## src/rtl/bank_regfile_pkg.sv

```systemverilog
// Shared constants for the mode-banked register file.
// Assumes a 32-bit status word with fixed bit positions.
package bank_regfile_pkg;
    localparam int SR_W      = 32;
    localparam int SR_T      = 0;
    localparam int SR_S      = 1;
    localparam int SR_IM_LO  = 4;
    localparam int SR_IM_HI  = 7;
    localparam int SR_Q      = 8;
    localparam int SR_M      = 9;
    localparam int SR_BL     = 28;
    localparam int SR_RB     = 29;
    localparam int SR_MD     = 30;
    localparam int NUM_FLAGS = 4;
    localparam logic [SR_W-1:0] SR_RESET = (SR_W'(1) << SR_MD) | (SR_W'(1) << SR_RB) | (SR_W'(1) << SR_BL);
    // Setter lane k drives this status bit: T, S, Q, M
    localparam int FLAG_POS [NUM_FLAGS] = '{SR_T, SR_S, SR_Q, SR_M};

    // Effective bank of r0..r7 from mode and bank-select bits
    function automatic logic eff_bank(input logic md, input logic rb);
        return md & ~rb;
    endfunction
endpackage

```

## src/rtl/brf_status.sv

```systemverilog
// Status-word register with single-bit flag setters.
// Assumes setters only reach non-privileged bits and override a same-cycle full write.
module brf_status
    import bank_regfile_pkg::*;
(
    input  logic                 clk,
    input  logic                 rst_n,
    input  logic                 sr_wr_en,
    input  logic [SR_W-1:0]      sr_wr_data,
    input  logic [NUM_FLAGS-1:0] flag_en,
    input  logic [NUM_FLAGS-1:0] flag_val,
    output logic [SR_W-1:0]      sr_q,
    output logic [SR_W-1:0]      sr_d
);
    // Next status word: full write first, then per-flag setters
    always_comb begin
        sr_d = sr_wr_en ? sr_wr_data : sr_q;
        for (int k = 0; k < NUM_FLAGS; k++) begin
            if (flag_en[k]) begin
                sr_d[FLAG_POS[k]] = flag_val[k];
            end
        end
    end

    // Status register with reset into privileged mode
    always_ff @(posedge clk) begin
        if (!rst_n) begin
            sr_q <= SR_RESET;
        end else begin
            sr_q <= sr_d;
        end
    end
endmodule

```

## src/rtl/brf_bank_sel.sv

```systemverilog
// Derives the live bank, the swap request and the side-store slot.
// Assumes only a full status write can move the mode or bank-select bits.
module brf_bank_sel
    import bank_regfile_pkg::*;
(
    input  logic md_q,
    input  logic rb_q,
    input  logic md_d,
    input  logic rb_d,
    output logic cur_bank,
    output logic swap,
    output logic alt_slot
);
    logic nxt_bank;

    // Combined bank selection now and after the edge
    always_comb begin
        cur_bank = eff_bank(md_q, rb_q);
        nxt_bank = eff_bank(md_d, rb_d);
        swap     = cur_bank != nxt_bank;
        alt_slot = ~rb_q;
    end
endmodule

```

## src/rtl/brf_gpr_array.sv

```systemverilog
// Live register array plus a two-slot side store for banked registers.
// Assumes swap, cur_bank and alt_slot come from the current status word.
// Slot k holds bank (1-k) while that bank is not live.
module brf_gpr_array #(
    parameter int DATA_W     = 32,
    parameter int NUM_REGS   = 16,
    parameter int NUM_BANKED = 8,
    localparam int IDX_W     = $clog2(NUM_REGS),
    localparam int BIDX_W    = $clog2(NUM_BANKED)
) (
    input  logic              clk,
    input  logic              rst_n,
    input  logic              wr_en,
    input  logic [IDX_W-1:0]  wr_idx,
    input  logic [DATA_W-1:0] wr_data,
    input  logic              alt_wr_en,
    input  logic [BIDX_W-1:0] alt_wr_idx,
    input  logic [DATA_W-1:0] alt_wr_data,
    input  logic              alt_slot,
    input  logic              swap,
    input  logic              cur_bank,
    input  logic [IDX_W-1:0]  rd_a_idx,
    input  logic [IDX_W-1:0]  rd_b_idx,
    input  logic [BIDX_W-1:0] alt_rd_idx,
    output logic [DATA_W-1:0] rd_a_data,
    output logic [DATA_W-1:0] rd_b_data,
    output logic [DATA_W-1:0] alt_rd_data
);
    logic [DATA_W-1:0] act_q  [NUM_REGS];
    logic [DATA_W-1:0] act_d  [NUM_REGS];
    logic [DATA_W-1:0] slot_q [2][NUM_BANKED];
    logic [DATA_W-1:0] slot_d [2][NUM_BANKED];

    // Next state: writes land first, then the bank exchange
    always_comb begin
        act_d  = act_q;
        slot_d = slot_q;
        if (wr_en) begin
            act_d[wr_idx] = wr_data;
        end
        if (alt_wr_en) begin
            slot_d[alt_slot][alt_wr_idx] = alt_wr_data;
        end
        if (swap) begin
            for (int i = 0; i < NUM_BANKED; i++) begin
                slot_d[!cur_bank][i] = act_d[i];
                act_d[i]             = slot_d[cur_bank][i];
            end
        end
    end

    // Storage update with clear on reset
    always_ff @(posedge clk) begin
        if (!rst_n) begin
            for (int i = 0; i < NUM_REGS; i++) begin
                act_q[i] <= '0;
            end
            for (int s = 0; s < 2; s++) begin
                for (int i = 0; i < NUM_BANKED; i++) begin
                    slot_q[s][i] <= '0;
                end
            end
        end else begin
            act_q  <= act_d;
            slot_q <= slot_d;
        end
    end

    // Combinational read ports
    always_comb begin
        rd_a_data   = act_q[rd_a_idx];
        rd_b_data   = act_q[rd_b_idx];
        alt_rd_data = slot_q[alt_slot][alt_rd_idx];
    end
endmodule

```

## src/rtl/bank_regfile.sv

```systemverilog
// Top of the mode-banked register file.
// Assumes the surrounding core sequences accesses and checks privilege itself.
module bank_regfile
    import bank_regfile_pkg::*;
#(
    parameter int DATA_W     = 32,
    parameter int NUM_REGS   = 16,
    parameter int NUM_BANKED = 8,
    localparam int IDX_W     = $clog2(NUM_REGS),
    localparam int BIDX_W    = $clog2(NUM_BANKED)
) (
    input  logic                 clk,
    input  logic                 rst_n,
    input  logic [IDX_W-1:0]     rd_a_idx,
    output logic [DATA_W-1:0]    rd_a_data,
    input  logic [IDX_W-1:0]     rd_b_idx,
    output logic [DATA_W-1:0]    rd_b_data,
    input  logic                 wr_en,
    input  logic [IDX_W-1:0]     wr_idx,
    input  logic [DATA_W-1:0]    wr_data,
    input  logic                 sr_wr_en,
    input  logic [SR_W-1:0]      sr_wr_data,
    input  logic [NUM_FLAGS-1:0] flag_en,
    input  logic [NUM_FLAGS-1:0] flag_val,
    input  logic [BIDX_W-1:0]    alt_rd_idx,
    output logic [DATA_W-1:0]    alt_rd_data,
    input  logic                 alt_wr_en,
    input  logic [BIDX_W-1:0]    alt_wr_idx,
    input  logic [DATA_W-1:0]    alt_wr_data,
    output logic [SR_W-1:0]      sr_out,
    output logic                 cur_bank
);
    logic [SR_W-1:0] sr_d;
    logic            swap;
    logic            alt_slot;

    brf_status u_status (
        .clk        (clk),
        .rst_n      (rst_n),
        .sr_wr_en   (sr_wr_en),
        .sr_wr_data (sr_wr_data),
        .flag_en    (flag_en),
        .flag_val   (flag_val),
        .sr_q       (sr_out),
        .sr_d       (sr_d)
    );

    brf_bank_sel u_bank_sel (
        .md_q     (sr_out[SR_MD]),
        .rb_q     (sr_out[SR_RB]),
        .md_d     (sr_d[SR_MD]),
        .rb_d     (sr_d[SR_RB]),
        .cur_bank (cur_bank),
        .swap     (swap),
        .alt_slot (alt_slot)
    );

    brf_gpr_array #(
        .DATA_W     (DATA_W),
        .NUM_REGS   (NUM_REGS),
        .NUM_BANKED (NUM_BANKED)
    ) u_gpr (
        .clk         (clk),
        .rst_n       (rst_n),
        .wr_en       (wr_en),
        .wr_idx      (wr_idx),
        .wr_data     (wr_data),
        .alt_wr_en   (alt_wr_en),
        .alt_wr_idx  (alt_wr_idx),
        .alt_wr_data (alt_wr_data),
        .alt_slot    (alt_slot),
        .swap        (swap),
        .cur_bank    (cur_bank),
        .rd_a_idx    (rd_a_idx),
        .rd_b_idx    (rd_b_idx),
        .alt_rd_idx  (alt_rd_idx),
        .rd_a_data   (rd_a_data),
        .rd_b_data   (rd_b_data),
        .alt_rd_data (alt_rd_data)
    );
endmodule

```

## config.mk

```make
export PLATFORM = sky130hd
export DESIGN_NAME = bank_regfile
export DESIGN_NICKNAME = d
export VERILOG_FILES = /design/src/rtl/bank_regfile_pkg.sv /design/src/rtl/brf_status.sv /design/src/rtl/brf_bank_sel.sv /design/src/rtl/brf_gpr_array.sv /design/src/rtl/bank_regfile.sv
export SDC_FILE = /design/constraint.sdc
export NUM_CORES = 2
export LEC_CHECK = 0
export ABC_AREA = 1
export BUFFER_PORTS_ARGS = -buffer_cell sky130_fd_sc_hd__buf_2
export CORE_ASPECT_RATIO = 1.1
export CORE_MARGIN = 1
export CORE_UTILIZATION = 30
export CTS_BUF_LIST = sky130_fd_sc_hd__clkbuf_4 sky130_fd_sc_hd__clkbuf_8
export CTS_CLUSTER_DIAMETER = 100
export DETAILED_ROUTE_END_ITERATION = 8
export MAX_ROUTING_LAYER = met4
export PLACE_DENSITY_LB_ADDON = 0.2
export SLEW_MARGIN = 20
export SYNTH_ARGS = -nofsm -noshare
export SYNTH_HDL_FRONTEND = slang
export SYNTH_SLANG_ARGS = --single-unit
```

## constraint.sdc

```tcl
create_clock -name clk -period 5.2 [get_ports clk]
set_input_delay 0.78 -clock clk [delete_from_list [all_inputs] [get_ports clk]]
set_output_delay 0.78 -clock clk [all_outputs]
set_load 0.03 [all_outputs]
```

==> flow_summary.toml <==
[status]
status = "finished, final reports clean"

[sta]
tns_ns = 0
fin_crit_sh_pct = 86.2
fin_ws_ns = 0.716
slew_headroom_pct = 18.0
finalClockSkew_ns = 0.0657
fin_crit_ns = 4.48
hold_viol = 0
max_clock_freq_mhz = 223
rsz0062_at_grt = "no"
worst_slew_pin_slew_ns = 1.23
maxSlewViolCount = 0
setup_viol = 0

[critical_path]
crit_type = "flip-flop to output port"
cp_num_cells = 6
r2r-end = "u_gpr.act_q[325]$_SDFF_PN0_"
worst_setup_path_end_kind = "output port"
worstRegToRegCells = 10
path_delay_family = "buffers and inverters"
rr_startpoint = "u_status.sr_q[29]$_SDFF_PN1_"
required_ns = 4.42
cp.arrival_ns = 3.70
critPathMaxFanout = 137
critPathCapture = "alt_rd_data[3]"
critPathBufInv = 2
crit_path_cell_trace = "buf_12 > o21ai_0 > o211ai_1 > nand3_1 > nand2_1 > buf_2"
crit_slowest_cell = "dfxtp_4"
crit_path_max_incr_delay_ns = 0.48
r2r_slack_ns = 1.75
crit_path_start = "u_status.sr_q[29]$_SDFF_PN1_"
startpoint_type = "flip-flop"

[floorplanning]
rows = 177
pin_count = 256
die_area_sq_um = 215000
core_area_sq_um = 211000
initial_core_util_pct = 30.2
dieHeight_um = 486
die_w_um = 442

[route]
drcViolationCount = 0
drtIter0Drc = 10209
firstDrtPassIters = 9
viasPerCell = 5.65
wl_per_cell_um = 25.8
final_antenna_net_count = 0
wirelength_um = 349000
vias = 76309

[synth]
synthesis.area_sq_um = 63800
syn_avg_cell_area_sq_um = 5.88
ys_seq_elements = 1056
syn_nets = 10977
synthCells = 10850
synth_cell_type_count = 29
yosysSeqAreaShare_pct = 33.1
ys_warn_count = 0

[place]
place_congestion = 0.922
preCtsSetupSlack_ns = 1.07
dp.cells = 13083
dp_hpwl_um = 207000
port_buffers = 255

[cts]
clkTransAtPathRegs_ns = 0.06
cts_sinks = 1056
clock_latency_ns = 1.04
numCtsBuffers = 196
clockBufferDepth = 3
cts_max_level = 4
cts_setup_buffers = 0
clk_root_buffer_cell = "clkbuf_8"
cts_tree = "yes"

[run]
cap_violations = 0

[pwr]
ir_drop_uv = 320
cellPowerDensity_nw_per_um2 = 304
internal-power_uw = 14200
pwr-share-clk_pct = 41.3
p_leak_uw = 0.0317
p_switching_uw = 7420
sw_frac_of_total_pct = 34.3
combPwrFrac_pct = 18.9
seq_power_share_pct = 39.7

[finish]
multi_input_area_sq_um = 36400
area_growth_pct = 11.7
nFillCells = 23199
register_area_sq_um = 21100
mostFrequentLayoutCells = "nand2_1, nor2_1, o21ai_0"
final_layout_size_suffix_gt1_share_pct = 8.19
layout.nets = 10662
finalNonFillerCells = 13506
final_common_cell = "nand2_1"

[global_routing]
grt_pass1_vias = 68490
grt_pass1_wl_um = 492000
antenna_found_initial = 67
overflow = 0
track_usage_pct = 32.0
grt_max_degree = 206

[min_path]
hold_path.class = "primary input to flip-flop"
==> power by group through the flow <==
stage | sequential (uW) | clock [uW] | combinational, uW
floorplan | 8740 | 0 | 2430
global placement | 8750 | 0 | 3930
detailed placement | 8760 | 0 | 3950
CTS | 8590 | 9030 | 3980
global route | 8620 | 9410 | 4340
finish | 8600 | 8950 | 4100
==> synthesized netlist by cell type (all sizes together) <==
cell type,number,share of area [%]
buf,384,3.3
o21ai,1200,9.4
nand2,3706,22
a21oi,643,5.0
o211ai,389,4.6
inv,592,3.5
dfxtp,1056,33
clkinv,4,0.024
nand4,128,1.3
and2,1,0.0098
nor3,1,0.0078
nor2,1271,7.5
clkbuf,599,3.5
nand3,876,6.9
==> cell type report <==
| class | instances | share of cell area [%] |
|---|---|---|
| Timing Repair Buffer | 470 | 5.14 |
| Clock buffer | 318 | 5.47 |
| Sequential cell | 1056 | 29.7 |
| Clock inverter | 39 | 0.448 |
| Multi-Input combinational cell | 8215 | 51.0 |
| Tap cell | 2774 | 4.87 |
| Antenna cell | 38 | 0.133 |
| Inverter | 596 | 3.22 |
==> per-stage QoR <==
stage | hold slack (ns) | cell area, sq um | total power [uW] | util [%]
floorplan | 0.430 | 63800 | 11200 | -
global placement | 0.440 | 66700 | 12700 | 31.5
detailed placement | 0.445 | 66700 | 12700 | 31.5
CTS | 0.00104 | 71200 | 21600 | 33.7
global route | 0.0622 | 71300 | 22400 | 33.7
finish | 0.0465 | 71300 | 21600 | 33.7
==> what timing repair did <==
| item | 4_1_cts | 5_1_grt |
|---|---|---|
| hold buffers | 28 | 0 |
| endpoints found under the hold margin | 28 | 0 |
| resized for setup | 0 | 0 |
==> worst min path at each step <==
stage | endpoint | cells after the start | start
floorplan | flip-flop | 2 | flip-flop
CTS | u_status.sr_q[24]$_SDFFE_PN0P_ | 3 | sr_wr_data[24]
detailed placement | u_status.sr_q[28]$_SDFFE_PN1P_ | 2 | u_status.sr_q[28]$_SDFFE_PN1P_
finish | u_status.sr_q[24]$_SDFFE_PN0P_ | 3 | sr_wr_data[24]
global placement | u_status.sr_q[28]$_SDFFE_PN1P_ | 2 | u_status.sr_q[28]$_SDFFE_PN1P_
global route | u_status.sr_q[24]$_SDFFE_PN0P_ | 3 | sr_wr_data[24]
==> worst min-delay path, delay by kind of cell <==
kind / cells / cell delay, ns
simple gates: 2 / 0.12
buf+inv: 1 / 0.08
==> logic make-up after synthesis <==
kind of cell,after synthesis,share of synthesized area [%]
DFF,1056,33.1
buffers and inverters,1579,10.3
and+or+nand+nor,5983,37.5
AOI/OAI and AO/OA,2232,19.0
==> layer usage <==
metal,part of all wire (%),up-vias,GRT usage (%)
met2,43,4914,47.6
met5,0,-,-
met3,12,1106,7.19
li1,-,34497,-
met4,5.7,0,17.2
met1,40,35792,40.1
No activity file was read; power rests on OpenSTA's default activity.
